### src/rtl/pool_pkg.sv
package pool_pkg;
    // Action applied to the row store for the current sample
    typedef enum logic [1:0] {
        STEP_LOAD  = 2'd0,   // upper row, even column: overwrite
        STEP_MERGE = 2'd1,   // keep running maximum
        STEP_EMIT  = 2'd2    // lower row, odd column: maximum and output
    } step_e;
endpackage

### src/rtl/pool_scan_ctrl.sv
module pool_scan_ctrl
    import pool_pkg::*;
#(
    parameter int IMG_W = 8,
    parameter int IMG_H = 6,
    localparam int COL_W = $clog2(IMG_W),
    localparam int ROW_W = $clog2(IMG_H)
) (
    input  logic             clk,
    input  logic             rst_n,
    input  logic             frame_start,
    input  logic             in_valid,
    output logic [COL_W-1:0] cur_col,
    output step_e            cur_step
);
    typedef struct packed {
        logic [COL_W-1:0] col;
        logic [ROW_W-1:0] row;
    } pos_t;

    pos_t pos_d, pos_q;
    logic [ROW_W-1:0] cur_row;

    always_comb begin
        cur_col = frame_start ? '0 : pos_q.col;
        cur_row = frame_start ? '0 : pos_q.row;

        if (!cur_row[0] && !cur_col[0])      cur_step = STEP_LOAD;
        else if (cur_row[0] && cur_col[0])   cur_step = STEP_EMIT;
        else                                 cur_step = STEP_MERGE;

        pos_d.col = cur_col;
        pos_d.row = cur_row;
        if (in_valid) begin
            if (cur_col == COL_W'(IMG_W - 1)) begin
                pos_d.col = '0;
                pos_d.row = (cur_row == ROW_W'(IMG_H - 1)) ? '0 : cur_row + 1'b1;
            end else begin
                pos_d.col = cur_col + 1'b1;
            end
        end
    end

    always_ff @(posedge clk or negedge rst_n) begin
        if (!rst_n) pos_q <= '0;
        else        pos_q <= pos_d;
    end
endmodule

### src/rtl/pool_line_mem.sv
module pool_line_mem #(
    parameter int DATA_W = 16,
    parameter int DEPTH  = 4,
    localparam int IDX_W = (DEPTH > 1) ? $clog2(DEPTH) : 1
) (
    input  logic                     clk,
    input  logic                     rst_n,
    input  logic [IDX_W-1:0]         idx,
    output logic signed [DATA_W-1:0] rd_data,
    input  logic                     wr_en,
    input  logic signed [DATA_W-1:0] wr_data
);
    logic signed [DATA_W-1:0] slot_q [DEPTH];

    assign rd_data = slot_q[idx];

    always_ff @(posedge clk or negedge rst_n) begin
        if (!rst_n) begin
            for (int i = 0; i < DEPTH; i++) slot_q[i] <= '0;
        end else if (wr_en) begin
            slot_q[idx] <= wr_data;
        end
    end
endmodule

### src/rtl/pool_cmp.sv
module pool_cmp #(
    parameter int DATA_W = 16
) (
    input  logic signed [DATA_W-1:0] a,
    input  logic signed [DATA_W-1:0] b,
    output logic signed [DATA_W-1:0] y
);
    assign y = (a > b) ? a : b;
endmodule

### src/rtl/maxpool2x2_stream.sv
module maxpool2x2_stream
    import pool_pkg::*;
#(
    parameter int DATA_W = 16,
    parameter int IMG_W  = 8,
    parameter int IMG_H  = 6
) (
    input  logic              clk,
    input  logic              rst_n,
    input  logic              frame_start,
    input  logic              in_valid,
    input  logic [DATA_W-1:0] in_data,
    output logic              out_valid,
    output logic [DATA_W-1:0] out_data
);
    localparam int POOL_W = IMG_W / 2;
    localparam int COL_W  = $clog2(IMG_W);
    localparam int SLOT_W = (POOL_W > 1) ? $clog2(POOL_W) : 1;

    typedef struct packed {
        logic              vld;
        logic [DATA_W-1:0] val;
    } out_t;

    out_t out_d, out_q;

    logic [COL_W-1:0]         col;
    step_e                    step;
    logic [SLOT_W-1:0]        slot;
    logic signed [DATA_W-1:0] stored, sample, biggest, merged;

    pool_scan_ctrl #(.IMG_W(IMG_W), .IMG_H(IMG_H)) u_scan (
        .clk         (clk),
        .rst_n       (rst_n),
        .frame_start (frame_start),
        .in_valid    (in_valid),
        .cur_col     (col),
        .cur_step    (step)
    );

    pool_line_mem #(.DATA_W(DATA_W), .DEPTH(POOL_W)) u_row (
        .clk     (clk),
        .rst_n   (rst_n),
        .idx     (slot),
        .rd_data (stored),
        .wr_en   (in_valid),
        .wr_data (merged)
    );

    pool_cmp #(.DATA_W(DATA_W)) u_cmp (
        .a (stored),
        .b (sample),
        .y (biggest)
    );

    always_comb begin
        sample    = $signed(in_data);
        slot      = SLOT_W'(col >> 1);
        merged    = (step == STEP_LOAD) ? sample : biggest;
        out_d.vld = in_valid && (step == STEP_EMIT);
        out_d.val = out_d.vld ? merged : out_q.val;
    end

    always_ff @(posedge clk or negedge rst_n) begin
        if (!rst_n) out_q <= '0;
        else        out_q <= out_d;
    end

    assign out_valid = out_q.vld;
    assign out_data  = out_q.val;
endmodule

### config.mk
export PLATFORM = sky130hd
export DESIGN_NAME = maxpool2x2_stream
export DESIGN_NICKNAME = d
export VERILOG_FILES = /design/src/rtl/pool_pkg.sv /design/src/rtl/pool_scan_ctrl.sv /design/src/rtl/pool_line_mem.sv /design/src/rtl/pool_cmp.sv /design/src/rtl/maxpool2x2_stream.sv
export SDC_FILE = /design/constraint.sdc
export NUM_CORES = 1
export LEC_CHECK = 0
export BUFFER_PORTS_ARGS = -buffer_cell sky130_fd_sc_hd__buf_2
export CAP_MARGIN = 30
export CORE_MARGIN = 2
export CORE_UTILIZATION = 55
export CTS_CLUSTER_SIZE = 24
export DETAILED_ROUTE_END_ITERATION = 8
export GPL_TIMING_DRIVEN = 0
export PLACE_DENSITY = 0.72
export SYNTH_ARGS = -nofsm -noshare
export SYNTH_HDL_FRONTEND = slang
export SYNTH_HIERARCHICAL = 1
export SYNTH_SLANG_ARGS = --single-unit
### constraint.sdc
create_clock -name clk -period 11.5 [get_ports clk]
set_input_delay 0.575 -clock clk [delete_from_list [all_inputs] [get_ports clk]]
set_output_delay 0.575 -clock clk [all_outputs]
set_load 0.01 [all_outputs]
After elaboration in Yosys (flattened, before gate mapping)
Index checks and enable logic that the tools add are counted.
{"block": "totals", "reg_bits": 87, "latch_bits": 0, "mem_bits_rw": 0, "mem_bits_ro": 0, "out_inout_bits": 17, "word_cells": 40, "mem_count": 0}
{"block": "classes", "addsub": 2, "n_mul": 0, "div_mod_pow": 0, "n_lt_le_gt_ge": 3, "eq_ne": 3, "shift": 0, "mux": 16, "bitwise_logic": 1, "n_reduce_logical": 7}
{"cell": "$mux W16", "n": 5}
{"cell": "$bwmux W64", "n": 1}
{"cell": "$bmux W16 S2", "n": 1}
{"cell": "$demux W16 S2", "n": 1}
{"cell": "$gt A16 B16 Y1", "n": 1}
{"cell": "$mux W3", "n": 5}
{"cell": "$add A3 B1 Y3 const B", "n": 2}
{"cell": "$eq A3 B3 Y1 const B", "n": 2}
{"cell": "$mux W6", "n": 1}
{"cell": "$logic_and A1 B1 Y1", "n": 4}
{"cell": "$mux W2", "n": 2}
{"cell": "$ge A3 B3 Y1 const B", "n": 1}
{"cell": "$lt A3 B1 Y1 const B", "n": 1}
{"cell": "$not A2 Y3", "n": 1}
{"cell": "$eq A2 B2 Y1 const B", "n": 1}
{"cell": "$logic_not A1 Y1", "n": 2}
{"cell": "$logic_not A2 Y1", "n": 1}

Logic depth before layout (Yosys ltp)
Gate-level depths: netlist of run 1.
{"block": "depth", "depth_word": 9, "ltp_mapped": 14}

By module
Netlist of run 1, hierarchy kept.
{"mod": "pool_line_mem", "n_inst": 1, "cells_each": 156, "area_each_um2": 2811.4, "seq_area_each_um2": 1601.5}
{"mod": "maxpool2x2_stream", "n_inst": 1, "cells_each": 54, "area_each_um2": 872.1, "seq_area_each_um2": 425.4}
{"mod": "pool_cmp", "n_inst": 1, "cells_each": 78, "area_each_um2": 686.9, "seq_area_each_um2": 0.0}
{"mod": "pool_scan_ctrl", "n_inst": 1, "cells_each": 16, "area_each_um2": 211.5, "seq_area_each_um2": 100.1}

Worst setup path after synthesis of run 1
Ideal clock, no wire load.
{"block": "synth_path", "path_kind": "in2reg", "start": "in frame_start", "end": "reg u_row/slot_q[53] in the netlist's numbering", "arrival_ps": 4662, "required_ps": 11375, "setup_slack_ps": 6714, "path_stages": 14, "cell_sequence": "nor2b_1 > buf_4 > buf_4 > mux4_2 > ha_1 > nand2_1 > or4_4 > or4_4 > nand3_2 > mux2i_4 > buf_12 > mux2_4 > mux2_2 > mux2_2"}
{"block": "synth_between", "elab_chain_cells": 9}
{"item": "start, declared", "line_no": "maxpool2x2_stream.sv:10", "rtl": "input logic frame_start,"}
{"item": "$mux W3", "line_no": "pool_scan_ctrl.sv:25", "rtl": "cur_col = frame_start ? '0 : pos_q.col;"}
{"item": "$not A2 Y3 (not written as such)", "line_no": "pool_line_mem.sv:15", "rtl": "assign rd_data = slot_q[idx];"}
{"item": "$bmux W16 S2", "line_no": "pool_line_mem.sv:15"}
{"item": "$mux W16 (not written as such) (2 in series)", "line_no": "pool_line_mem.sv:15"}
{"item": "via stored[11]", "line_no": "maxpool2x2_stream.sv:30", "rtl": "logic signed [DATA_W-1:0] stored, sample, biggest, merged;"}
{"item": "$gt A16 B16 Y1", "line_no": "pool_cmp.sv:8", "rtl": "assign y = (a > b) ? a : b;"}
{"item": "$mux W16", "line_no": "pool_cmp.sv:8"}
{"item": "via biggest[5]", "line_no": "maxpool2x2_stream.sv:30"}
{"item": "$mux W16", "line_no": "maxpool2x2_stream.sv:59", "rtl": "merged = (step == STEP_LOAD) ? sample : biggest;"}
{"item": "via merged[5]", "line_no": "maxpool2x2_stream.sv:30"}
{"item": "$bwmux W64", "line_no": "pool_line_mem.sv:21", "rtl": "slot_q[idx] <= wr_data;"}
{"item": "end signal, assigned by index", "line_no": "pool_line_mem.sv:21"}
{"item": "end, declared", "line_no": "pool_line_mem.sv:13", "rtl": "logic signed [DATA_W-1:0] slot_q [DEPTH];"}
The timed path passes the listed nets, and every way through them passes these cells. The select of a mux whose other input is x is not followed.
A chain may end at the register's enable or synchronous reset.

Worst setup path after layout of run 1
{"block": "layout_path", "start": "in frame_start", "end": "reg u_row/slot_q[57] in the netlist's numbering"}
{"block": "layout_between", "elab_chain_cells": 9}
{"item": "$mux W3", "line_no": "pool_scan_ctrl.sv:25"}
{"item": "via col[1]", "line_no": "maxpool2x2_stream.sv:27", "rtl": "logic [COL_W-1:0] col;"}
{"item": "$not A2 Y3 (not written as such)", "line_no": "pool_line_mem.sv:15"}
{"item": "$bmux W16 S2", "line_no": "pool_line_mem.sv:15"}
{"item": "$mux W16 (not written as such) (2 in series)", "line_no": "pool_line_mem.sv:15"}
{"item": "via stored[11]", "line_no": "maxpool2x2_stream.sv:30"}
{"item": "$gt A16 B16 Y1", "line_no": "pool_cmp.sv:8"}
{"item": "$mux W16", "line_no": "pool_cmp.sv:8"}
{"item": "via biggest[9]", "line_no": "maxpool2x2_stream.sv:30"}
{"item": "$mux W16", "line_no": "maxpool2x2_stream.sv:59"}
{"item": "via merged[9]", "line_no": "maxpool2x2_stream.sv:30"}
{"item": "$bwmux W64", "line_no": "pool_line_mem.sv:21"}
The timed path passes the listed nets, and every way through them passes these cells. The select of a mux whose other input is x is not followed.

==> impl_metrics.csv, run 1 <==
group,metric,value,unit
cts,cts-resized-gates,0,
cts,cts_tree,"yes",
yosys,ys_warn_count,6,
sta,setup_tns,0,ns
placed_design,globalplace.congestion,0.748,
global_route,first_global_vias,2622,
finish,final_cell_mix,"mux2_2 (95), dfrtp_1 (85), buf_2 (36)",
placed_design,hpwlAfterDp,6010,um
floorplanning,die_w,95.3,um
power,report.power.total,0.940,mW
yosys,synth_xor_area_share,0.382,%
critical_path,cp.required,11.72,ns
drt,wl,8620,um
sta,finalSetupViolCount,0,
floorplanning,row_count,33,
finish,nFillCells,616,
global_route,grt_pass1_wl,13800,um
critical_path,critical_path.startpoint_type,"input pin",
yosys,yosys-mux-area-fraction,37.9,%
global_route,grt.total_usage,20.6,%
sta,maxSlewHeadroom,66.0,%
sta,worstMarginPinSlew,0.509,ns
sta,fin_skew,0.0106,ns
cts,h-tree-depth,3,
yosys,yosysSeqAreaShare,46.4,%
yosys,syn_nets,343,
cts,ctsHoldBuffers,0,
floorplanning,start_util,56.3,%
run,maxCapViolCount,0,
critical_path,arrival,5.24,ns
yosys,synth_fa_ha_area_share,5.19,%
cts,cts_buffer_depth,2,
drt,post_drt_wl_per_cell,18.7,um
sta,grt_setup_unrepaired,"no",
cts,post_cts_buffers,0,
global_route,grt_max_degree,49,
sta,report.final.slew_viol_count,0,
finish,drive_gt1_share,57.6,%
finish,fin_nets,391,
yosys,synth_top_family_by_area,"multiplexers",
critical_path,rr_endpoint,"u_row/slot_q[57]",
critical_path,reg2reg_slack,6.50,ns
yosys,yosys.area_share.simple,4.53,%
critical_path,worstPathMaxFanout,10,
hold_path,hold_class,"in2async",
yosys,yosysUniqueCellTypes,30,
floorplanning,die_y,95.3,um
floorplanning,fp.coreArea,8130,um2
critical_path,r2r_cells,14,
yosys,synthCells,304,
drt,post_drt_via_cell_ratio,5.64,
finish,n_antenna_cell,0,
drt,drc,0,
finish,syn_to_final_growth,12.1,%
floorplanning,die-area,9080,um2
yosys,netlist_area,4580,um2
critical_path,crit_end,"u_row/slot_q[57]",
cts,cts.clk_slew.worst_paths,0.08,ns
power,power.leakage,2.57,nW
yosys,synth_compound_area_share,1.56,%
cts,numCtsBuffers,9,
sta,finalCritPeriodShare,43.6,%
power,peakVddDrop,0.0721,mV
critical_path,end_kind,"flop",
power,power_density,183,nW/um2
drt,antenna_left,0,
yosys,ys_ff_latch,85,
critical_path,crit_start,"frame_start",
critical_path,timing.rr.start,"u_scan/pos_q[4]",
cts,cts_sinks,85,
cts,clk_latency,0.34,ns
sta,finalCriticalPeriod,5.02,ns
sta,hold_viol,0,
status,status,"complete, no violations",
yosys,syn_area_per_cell,15.1,um2
critical_path,path_class,"in2reg",
global_route,grt_antenna_before_repair,0,
sta,clock.fmax,199,MHz
global_route,gr-total-overflow,0,
drt,vias,2601,
drt,dr.first_iter.drc_count,82,
cts,root_buffer,"clkbuf_8",
finish,layout_commonest_cell,"mux2_2",
floorplanning,io_pins,37,
drt,firstDrtPassIters,4,
placed_design,port_buffers,36,
==> stage by stage <==
| step | hold WS (ns) | cell area [um2] | setup slack (ns) | cells | utilization, % |
|---|---|---|---|---|---|
| global route | 0.225 | 5140 | 6.30 | 461 | 63.2 |
| CTS | 0.202 | 5140 | 6.46 | 461 | 63.2 |
| finish | 0.192 | 5140 | 6.48 | 461 | 63.2 |
| floorplan | 0.279 | 4580 | 6.71 | 304 | - |
| detailed placement | 0.488 | 4920 | 6.11 | 446 | 60.5 |
| global placement | 0.481 | 4890 | 6.15 | 445 | 60.2 |
==> how the worst min path moves through the flow <==
stage	from	to	slack, ns	cells past startpoint
after floorplan	rst_n	out_data[0]	0.28	0
after global placement	out_data[15]	out_data[15]	0.48	1
after detailed placement	out_data[5]	out_data[5]	0.49	1
after CTS	rst_n	u_row/slot_q[51]	0.20	1
after global routing	rst_n	u_row/slot_q[51]	0.22	1
final	rst_n	u_row/slot_q[51]	0.19	1
==> area by class of cell <==
type / count / area, um2 / area share (%)
clock inverter: 4 / 72.6 / 1.41
buffer: 11 / 111 / 2.17
timing repair buffer: 37 / 210 / 4.09
inverter: 19 / 71.3 / 1.39
clock buffer: 11 / 141 / 2.75
multi-input combinational: 189 / 2270 / 44.2
sequential: 85 / 2130 / 41.4
tap: 105 / 131 / 2.56
==> power breakdown <==
| group | switching (mW) | internal [mW] |
|---|---|---|
| sequential | 0.0306 | 0.363 |
| combinational | 0.136 | 0.180 |
| clock | 0.103 | 0.127 |
==> state kept, by name, indices dropped and copies added (netlist names) <==
register and count:
out_data 16, out_valid 1, u_row/slot_q 64, u_scan/pos_q 4
==> metal layers <==
layer,up-vias,share of wire [%],global-route usage [%]
met5,-,0,0
met4,0,1.8,7.97
met3,14,2.5,2.77
met2,36,48,32.5
met1,1333,47,29.0
li1,1218,-,-
==> cells in the mapped netlist <==
cell | number | area (um2)
a21boi_0 | 1 | 7.51
mux2_2 | 95 | 1070
inv_1 | 19 | 71.3
mux4_2 | 16 | 360
buf_2 | 1 | 5.00
o21bai_1 | 2 | 15.0
nor4_1 | 2 | 12.5
mux2i_4 | 1 | 22.5
buf_4 | 4 | 30.0
nand3_1 | 1 | 5.00
nor2_2 | 1 | 6.26
nor3b_4 | 1 | 18.8
buf_12 | 1 | 20.0
and2b_2 | 3 | 26.3
mux2_4 | 19 | 285
or4_4 | 2 | 22.5
nand2_1 | 7 | 26.3
buf_6 | 5 | 56.3
a311oi_1 | 1 | 8.76
nand3b_2 | 1 | 11.3
xor2_1 | 1 | 8.76
nand4_1 | 1 | 6.26
nor2b_1 | 2 | 12.5
dfrtp_1 | 85 | 2130
a21oi_1 | 7 | 35.0
nand3_2 | 2 | 20.0
nand3b_4 | 2 | 40.0
xnor2_1 | 1 | 8.76
o21ai_0 | 1 | 5.00
ha_1 | 19 | 238
==> critical path, stage by stage <==
cell	delay [ns]
buf_2	0.12
nor2b_1	0.22
buf_4	0.30
buf_4	0.31
mux4_2	0.56
ha_1	0.32
nand2_1	0.09
or4_4	0.55
or4_4	0.54
nand3_2	0.11
mux2i_4	0.43
buf_12	0.21
mux2_4	0.32
mux2_2	0.30
mux2_2	0.27
==> kinds of logic (layout without fill, tap and decap cells) <==
logic type,after synthesis,count (layout)
AND/OR/NAND/NOR,25,25
XOR/XNOR,2,2
multiplexers,131,131
buffers and inverters,30,82
adder cells (fa/ha/maj),19,19
flip-flops,85,85
AO/OA/AOI/OAI,12,12
Note: power is estimated with default switching activity, not from simulation.
==> run 2: changes to the inputs <==
--- a/config.mk
+++ b/config.mk
@@ -8,11 +8,11 @@
 export BUFFER_PORTS_ARGS = -buffer_cell sky130_fd_sc_hd__buf_2
 export CAP_MARGIN = 30
 export CORE_MARGIN = 2
-export CORE_UTILIZATION = 55
+export CORE_UTILIZATION = 54
 export CTS_CLUSTER_SIZE = 24
 export DETAILED_ROUTE_END_ITERATION = 8
 export GPL_TIMING_DRIVEN = 0
-export PLACE_DENSITY = 0.72
+export PLACE_DENSITY = 0.74
 export SYNTH_ARGS = -nofsm -noshare
 export SYNTH_HDL_FRONTEND = slang
 export SYNTH_HIERARCHICAL = 1
==> constraint.sdc (replaced) <==
create_clock -name clk -period 4.5 [get_ports clk]
set_input_delay 0.225 -clock clk [delete_from_list [all_inputs] [get_ports clk]]
set_output_delay 0.225 -clock clk [all_outputs]
set_load 0.01 [all_outputs]
==> run 2 against run 1 <==
- worst setup slack worse by 6.4 ns
- die area up 1.8%
- largest cell class unchanged
- global-route usage up 0.47 points
- register-to-register slack worse by 6.4 ns
==> impl_metrics.csv, run 2 (same netlist as run 1, synthesis figures left out) <==
group,metric,value,unit
status,status,"complete, no violations",
drt,wl_met2,4510,um
floorplanning,row_count,33,
global_route,grt_antenna_before_repair,0,
global_route,first_global_vias,2798,
drt,topRoutingLayerUsed,"met4",
finish,stdcell_area,5350,um2
critical_path,arrival,4.61,ns
placed_design,port_buffers,36,
cts,h-tree-depth,3,
critical_path,timing.rr.start,"u_scan/pos_q[4]",
sta,hold_slack,0.267,ns
power,peakVddDrop,0.215,mV
critical_path,critical_path.startpoint_type,"flop",
floorplanning,io_pins,37,
drt,drc,0,
global_route,grt.total_usage,21.0,%
critical_path,cp.required,4.73,ns
sta,report.final.slew_viol_count,0,
global_route,gr-total-overflow,0,
floorplanning,die_y,96.1,um
drt,route.met3.wl,239,um
floorplanning,die-area,9240,um2
drt,antenna_left,0,
sta,finalCriticalPeriod,4.38,ns
floorplanning,start_util,55.8,%
critical_path,worstPathMaxFanout,8,
cts,root_buffer,"clkbuf_8",
sta,clock.fmax,228,MHz
finish,final_util,65.1,%
critical_path,end_kind,"flop",
finish,syn_to_final_growth,16.8,%
cts,cts.clk_slew.worst_paths,0.08,ns
finish,final_cell_mix,"mux2_2 (93), dfrtp_1 (85), buf_2 (35), mux2_4 (21), inv_1 (19)",
sta,worstMarginPinSlew,0.583,ns
drt,post_drt_wl_per_cell,18.7,um
floorplanning,die_w,96.1,um
global_route,grt_pass1_wl,14300,um
placed_design,hpwlAfterDp,6050,um
critical_path,r2r_cells,16,
drt,wl_met1,4120,um
hold_path,hold_depth,2,
cts,cts_tree,"yes",
placed_design,globalplace.congestion,0.718,
hold_path,hold_class,"in2reg",
power,report.power.total,2.48,mW
placed_design,place_ws,-0.478,ns
drt,firstDrtPassIters,6,
cts,cts_sinks,85,
sta,hold_viol,0,
drt,wl,8940,um
drt,vias,2677,
hold_path,hp-start,"in_valid",
cts,cts_buffer_depth,2,
cts,numCtsBuffers,9,
run,maxCapViolCount,0,
sta,grt_setup_unrepaired,"no",
critical_path,rr_endpoint,"u_row/slot_q[9]",
global_route,grt_max_degree,44,
finish,drive_gt1_share,60.5,%
critical_path,path_class,"reg2reg",
finish,layout_commonest_cell,"mux2_2",
cts,clk_latency,0.35,ns
power,power_density,463,nW/um2
critical_path,reg2reg_slack,0.12,ns
sta,fin_skew,0.00970,ns
sta,maxSlewHeadroom,61.2,%
power,power.leakage,2.67,nW
floorplanning,fp.coreArea,8220,um2
drt,dr.first_iter.drc_count,61,
hold_path,whs_endpoint,"u_scan/pos_q[3]",
drt,post_drt_via_cell_ratio,5.61,
finish,top_register,"u_row/slot_q",
placed_design,placed_cell_area,4920,um2
sta,finalCritPeriodShare,97.3,%
sta,setup_ws,0.120,ns
finish,n_antenna_cell,0,
finish,fin_nets,407,
finish,largest_register_ffs,64,
sta,finalSetupViolCount,0,
-- run 2: changes by cell type in the layout (fill, tap and decap cells not counted), sizes merged --
cell	before	now
dlygate4sd3	0	1
clkinv	1	2
clkbuf	11	12
buf	48	62
bufinv	2	1
-- run 2: metal layers --
| metal | GRT usage (%) | vias to the layer above |
|---|---|---|
| met3 | 3.99 | 7 |
| met1 | 27.6 | 1389 |
| met4 | 6.90 | 0 |
| met5 | 0 | - |
| met2 | 35.2 | 38 |
| li1 | - | 1243 |
-- run 2: through the flow --
stage,cells,setup TNS [ns]
floorplan,304,0
global placement,445,-24.68
detailed placement,446,-27.96
CTS,468,-0.0410
global route,477,0
finish,477,0
-- run 2: worst max-delay path by stage --
| stage | start | endpoint | slack (ns) |
|---|---|---|---|
| 3_5_place_dp | frame_start | u_row/slot_q[44] | -0.48 |
| 5_1_grt | u_scan/pos_q[4] | u_row/slot_q[31] | 0.04 |
| 4_1_cts | u_scan/pos_q[4] | u_row/slot_q[63] | -0.01 |
| 2_1_floorplan | u_scan/pos_q[4] | u_row/slot_q[53] | 0.04 |
| 6_report | u_scan/pos_q[4] | u_row/slot_q[9] | 0.12 |
| 3_3_place_gp | frame_start | u_row/slot_q[25] | -0.43 |
-- run 2: layout make-up --
type,instances,area [um2]
Buffer,11,138
Clock inverter,4,47.5
Fill cell,631,2870
Multi-Input combinational cell,189,2320
Sequential cell,85,2130
Clock buffer,11,151
Timing Repair Buffer,53,363
Inverter,19,71.3
Tap cell,105,131
-- run 2: repair_timing --
action,CTS,global route
hold buffers,1,0
endpoints found under the hold margin,42,0
gates cloned,0,1
buffers inserted,6,8
pin swaps,0,2
setup endpoints to repair,79,64
gates resized for setup,10,6
-- run 2: power breakdown --
group / switching (mW) / internal, mW / leakage [nW] / total, mW
Clock: 0.259 / 0.282 / 0.101 / 0.540
Sequential: 0.0793 / 0.927 / 1.11 / 1.01
Combinational: 0.377 / 0.552 / 1.47 / 0.929
Total: 0.715 / 1.76 / 2.67 / 2.48
-- run 2: critical path, cell delays in order, from the launching register on --
cell	delay [ns]
dfrtp_1	0.33
nor2b_4	0.15
buf_6	0.14
buf_12	0.13
buf_6	0.12
mux4_2	0.52
ha_1	0.30
nand2_1	0.05
or4_4	0.55
or4_4	0.44
nand3_4	0.10
mux2i_4	0.25
buf_12	0.15
clkbuf_16	0.15
mux2_4	0.31
mux2_2	0.30
mux2_2	0.27
==> run 3: changes to the inputs <==
--- a/config.mk
+++ b/config.mk
@@ -8,11 +8,12 @@
 export BUFFER_PORTS_ARGS = -buffer_cell sky130_fd_sc_hd__buf_2
 export CAP_MARGIN = 30
 export CORE_MARGIN = 2
-export CORE_UTILIZATION = 54
+export CORE_UTILIZATION = 53
 export CTS_CLUSTER_SIZE = 24
 export DETAILED_ROUTE_END_ITERATION = 8
+export GPL_ROUTABILITY_DRIVEN = 0
 export GPL_TIMING_DRIVEN = 0
-export PLACE_DENSITY = 0.74
+export PLACE_DENSITY = 0.73
 export SYNTH_ARGS = -nofsm -noshare
 export SYNTH_HDL_FRONTEND = slang
 export SYNTH_HIERARCHICAL = 1
==> run 3 against run 2 <==
- via count up 0.15%
- global-route usage shrank 1.7 points
- clock skew down 0.00060 ns
- utilization fell by 0.60 points
- critical path type unchanged
- largest cell class unchanged
- highest routed layer unchanged
==> impl_metrics.csv, run 3 (same netlist as run 1, synthesis figures left out) <==
group,metric,value,unit
sta,finalCritPeriodShare,97.7,%
sta,finalSetupViolCount,0,
floorplanning,io_pins,37,
cts,numCtsBuffers,9,
drt,dr.first_iter.drc_count,84,
finish,final-seq-area,2130,um2
power,p_int,1.77,mW
sta,report.final.slew_viol_count,0,
floorplanning,start_util,55.2,%
critical_path,path_class,"reg2reg",
finish,final_cell_mix,"mux2_2 (87), dfrtp_1 (85), buf_2 (35), mux2_4 (27), inv_1 (19)",
floorplanning,die_y,97.0,um
finish,final_util,64.5,%
power,power_density,464,nW/um2
finish,syn_to_final_growth,16.8,%
critical_path,cp.required,4.73,ns
finish,largest_register_ffs,64,
finish,n_antenna_cell,0,
critical_path,reg2reg_slack,0.10,ns
placed_design,hpwlAfterDp,5830,um
cts,cts_tree,"yes",
global_route,grt.total_usage,19.3,%
global_route,grt_pass1_wl,14300,um
global_route,gr-total-overflow,0,
floorplanning,die-area,9410,um2
power,switching_share,28.7,%
hold_path,hold_class,"in2reg",
power,peakVddDrop,0.274,mV
critical_path,worstPathMaxFanout,7,
sta,finalCriticalPeriod,4.40,ns
sta,worstMarginPinSlew,0.511,ns
drt,post_drt_via_cell_ratio,5.68,
drt,antenna_left,0,
critical_path,arrival,4.63,ns
finish,nFillCells,631,
sta,hold_viol,0,
drt,wl,8710,um
finish,multi_input_area,2380,um2
power,report.power.total,2.48,mW
drt,firstDrtPassIters,4,
power,power.share.sequential,40.3,%
cts,clk_latency,0.34,ns
critical_path,end_kind,"flop",
run,maxCapViolCount,0,
cts,h-tree-depth,3,
sta,setup_ws,0.105,ns
placed_design,place_ws,-0.455,ns
sta,clock.fmax,228,MHz
finish,layout_commonest_cell,"mux2_2",
cts,cts_buffer_depth,2,
power,p_sw,0.712,mW
global_route,grt_antenna_before_repair,0,
sta,maxSlewHeadroom,66.0,%
cts,cts_sinks,85,
finish,fin_nets,402,
floorplanning,fp.coreArea,8300,um2
finish,top_register,"u_row/slot_q",
cts,cts.clk_slew.worst_paths,0.08,ns
placed_design,port_buffers,36,
sta,fin_skew,0.00910,ns
floorplanning,row_count,33,
cts,root_buffer,"clkbuf_8",
drt,vias,2681,
power,power.leakage,2.68,nW
drt,drc,0,
power,pwr-share-comb,36.0,%
status,status,"complete, no violations",
critical_path,critical_path.startpoint_type,"flop",
global_route,grt_max_degree,49,
drt,post_drt_wl_per_cell,18.4,um
global_route,first_global_vias,2742,
floorplanning,die_w,97.0,um
finish,drive_gt1_share,61.0,%
power,clockPowerShare,23.7,%
[run 3: worst max-delay path, stage by stage (launching register included)]
cell,delay [ns]
dfrtp_1,0.33
nor2b_4,0.16
buf_6,0.13
buf_12,0.13
mux4_2,0.55
ha_4,0.30
nand2_2,0.06
or4_4,0.54
or4_4,0.54
nand3_4,0.11
mux2i_4,0.34
buf_4,0.19
mux2_2,0.33
mux2_2,0.30
mux2_2,0.27
[run 3: path summary, 6_finish.rpt]
| path | start | to | cells past startpoint |
|---|---|---|---|
| worst max-delay path | u_scan/pos_q[4] | u_row/slot_q[36] | 14 |
| worst min-delay path | in_data[10] | out_data[10] | 3 |
| worst max register to register | u_scan/pos_q[4] | u_row/slot_q[36] | 14 |
| worst min register to register | u_row/slot_q[26] | u_row/slot_q[26] | 1 |
| max in group asynchronous | rst_n | u_row/slot_q[41] | 3 |
| min in group asynchronous | rst_n | u_row/slot_q[3] | 2 |
[run 3: final cells by class]
cell class / instances / share of cell area [%]
Multi-Input combinational cell: 189 / 44.4
Tap cell: 105 / 2.45
Buffer: 10 / 2.20
Sequential cell: 85 / 39.7
Clock buffer: 10 / 2.57
Timing Repair Buffer: 49 / 5.87
Inverter: 19 / 1.33
Clock inverter: 5 / 1.40
[run 3: stage by stage]
| step | hold slack [ns] | area [um2] | std cells | TNS [ns] |
|---|---|---|---|---|
| after floorplan | -0.0706 | 4590 | 304 | 0 |
| after global placement | 0.482 | 4900 | 445 | -22.46 |
| after detailed placement | 0.236 | 4930 | 446 | -26.49 |
| after CTS | 0.258 | 5290 | 472 | 0 |
| after global routing | 0.278 | 5350 | 472 | -0.0725 |
| final | 0.279 | 5350 | 472 | 0 |
[run 3: layer usage]
layer / global-route usage (%) / vias to the layer above / part of all wire [%]
li1: - / 1236 / -
met1: 28.0 / 1395 / 48
met2: 30.4 / 38 / 47
met3: 2.46 / 12 / 2.7
met4: 6.50 / 0 / 1.8
met5: 0 / - / 0
[run 3: what timing repair did]
action	CTS	global route
resized for setup	12	16
pin swaps	0	3
buffers inserted	9	2
cloned	1	0
setup endpoints to repair	75	64
hold buffers	1	0
hold endpoints to repair	37	0
[run 3: power by group through the flow]
stage                     registers, mW  clock network, mW  logic [mW]
after floorplan                   0.990                  0       0.652
after global placement             1.01                  0       0.788
after detailed placement           1.02                  0       0.809
after CTS                          1.00              0.602       0.913
after global routing               1.02              0.633       0.976
final                              1.00              0.588       0.893
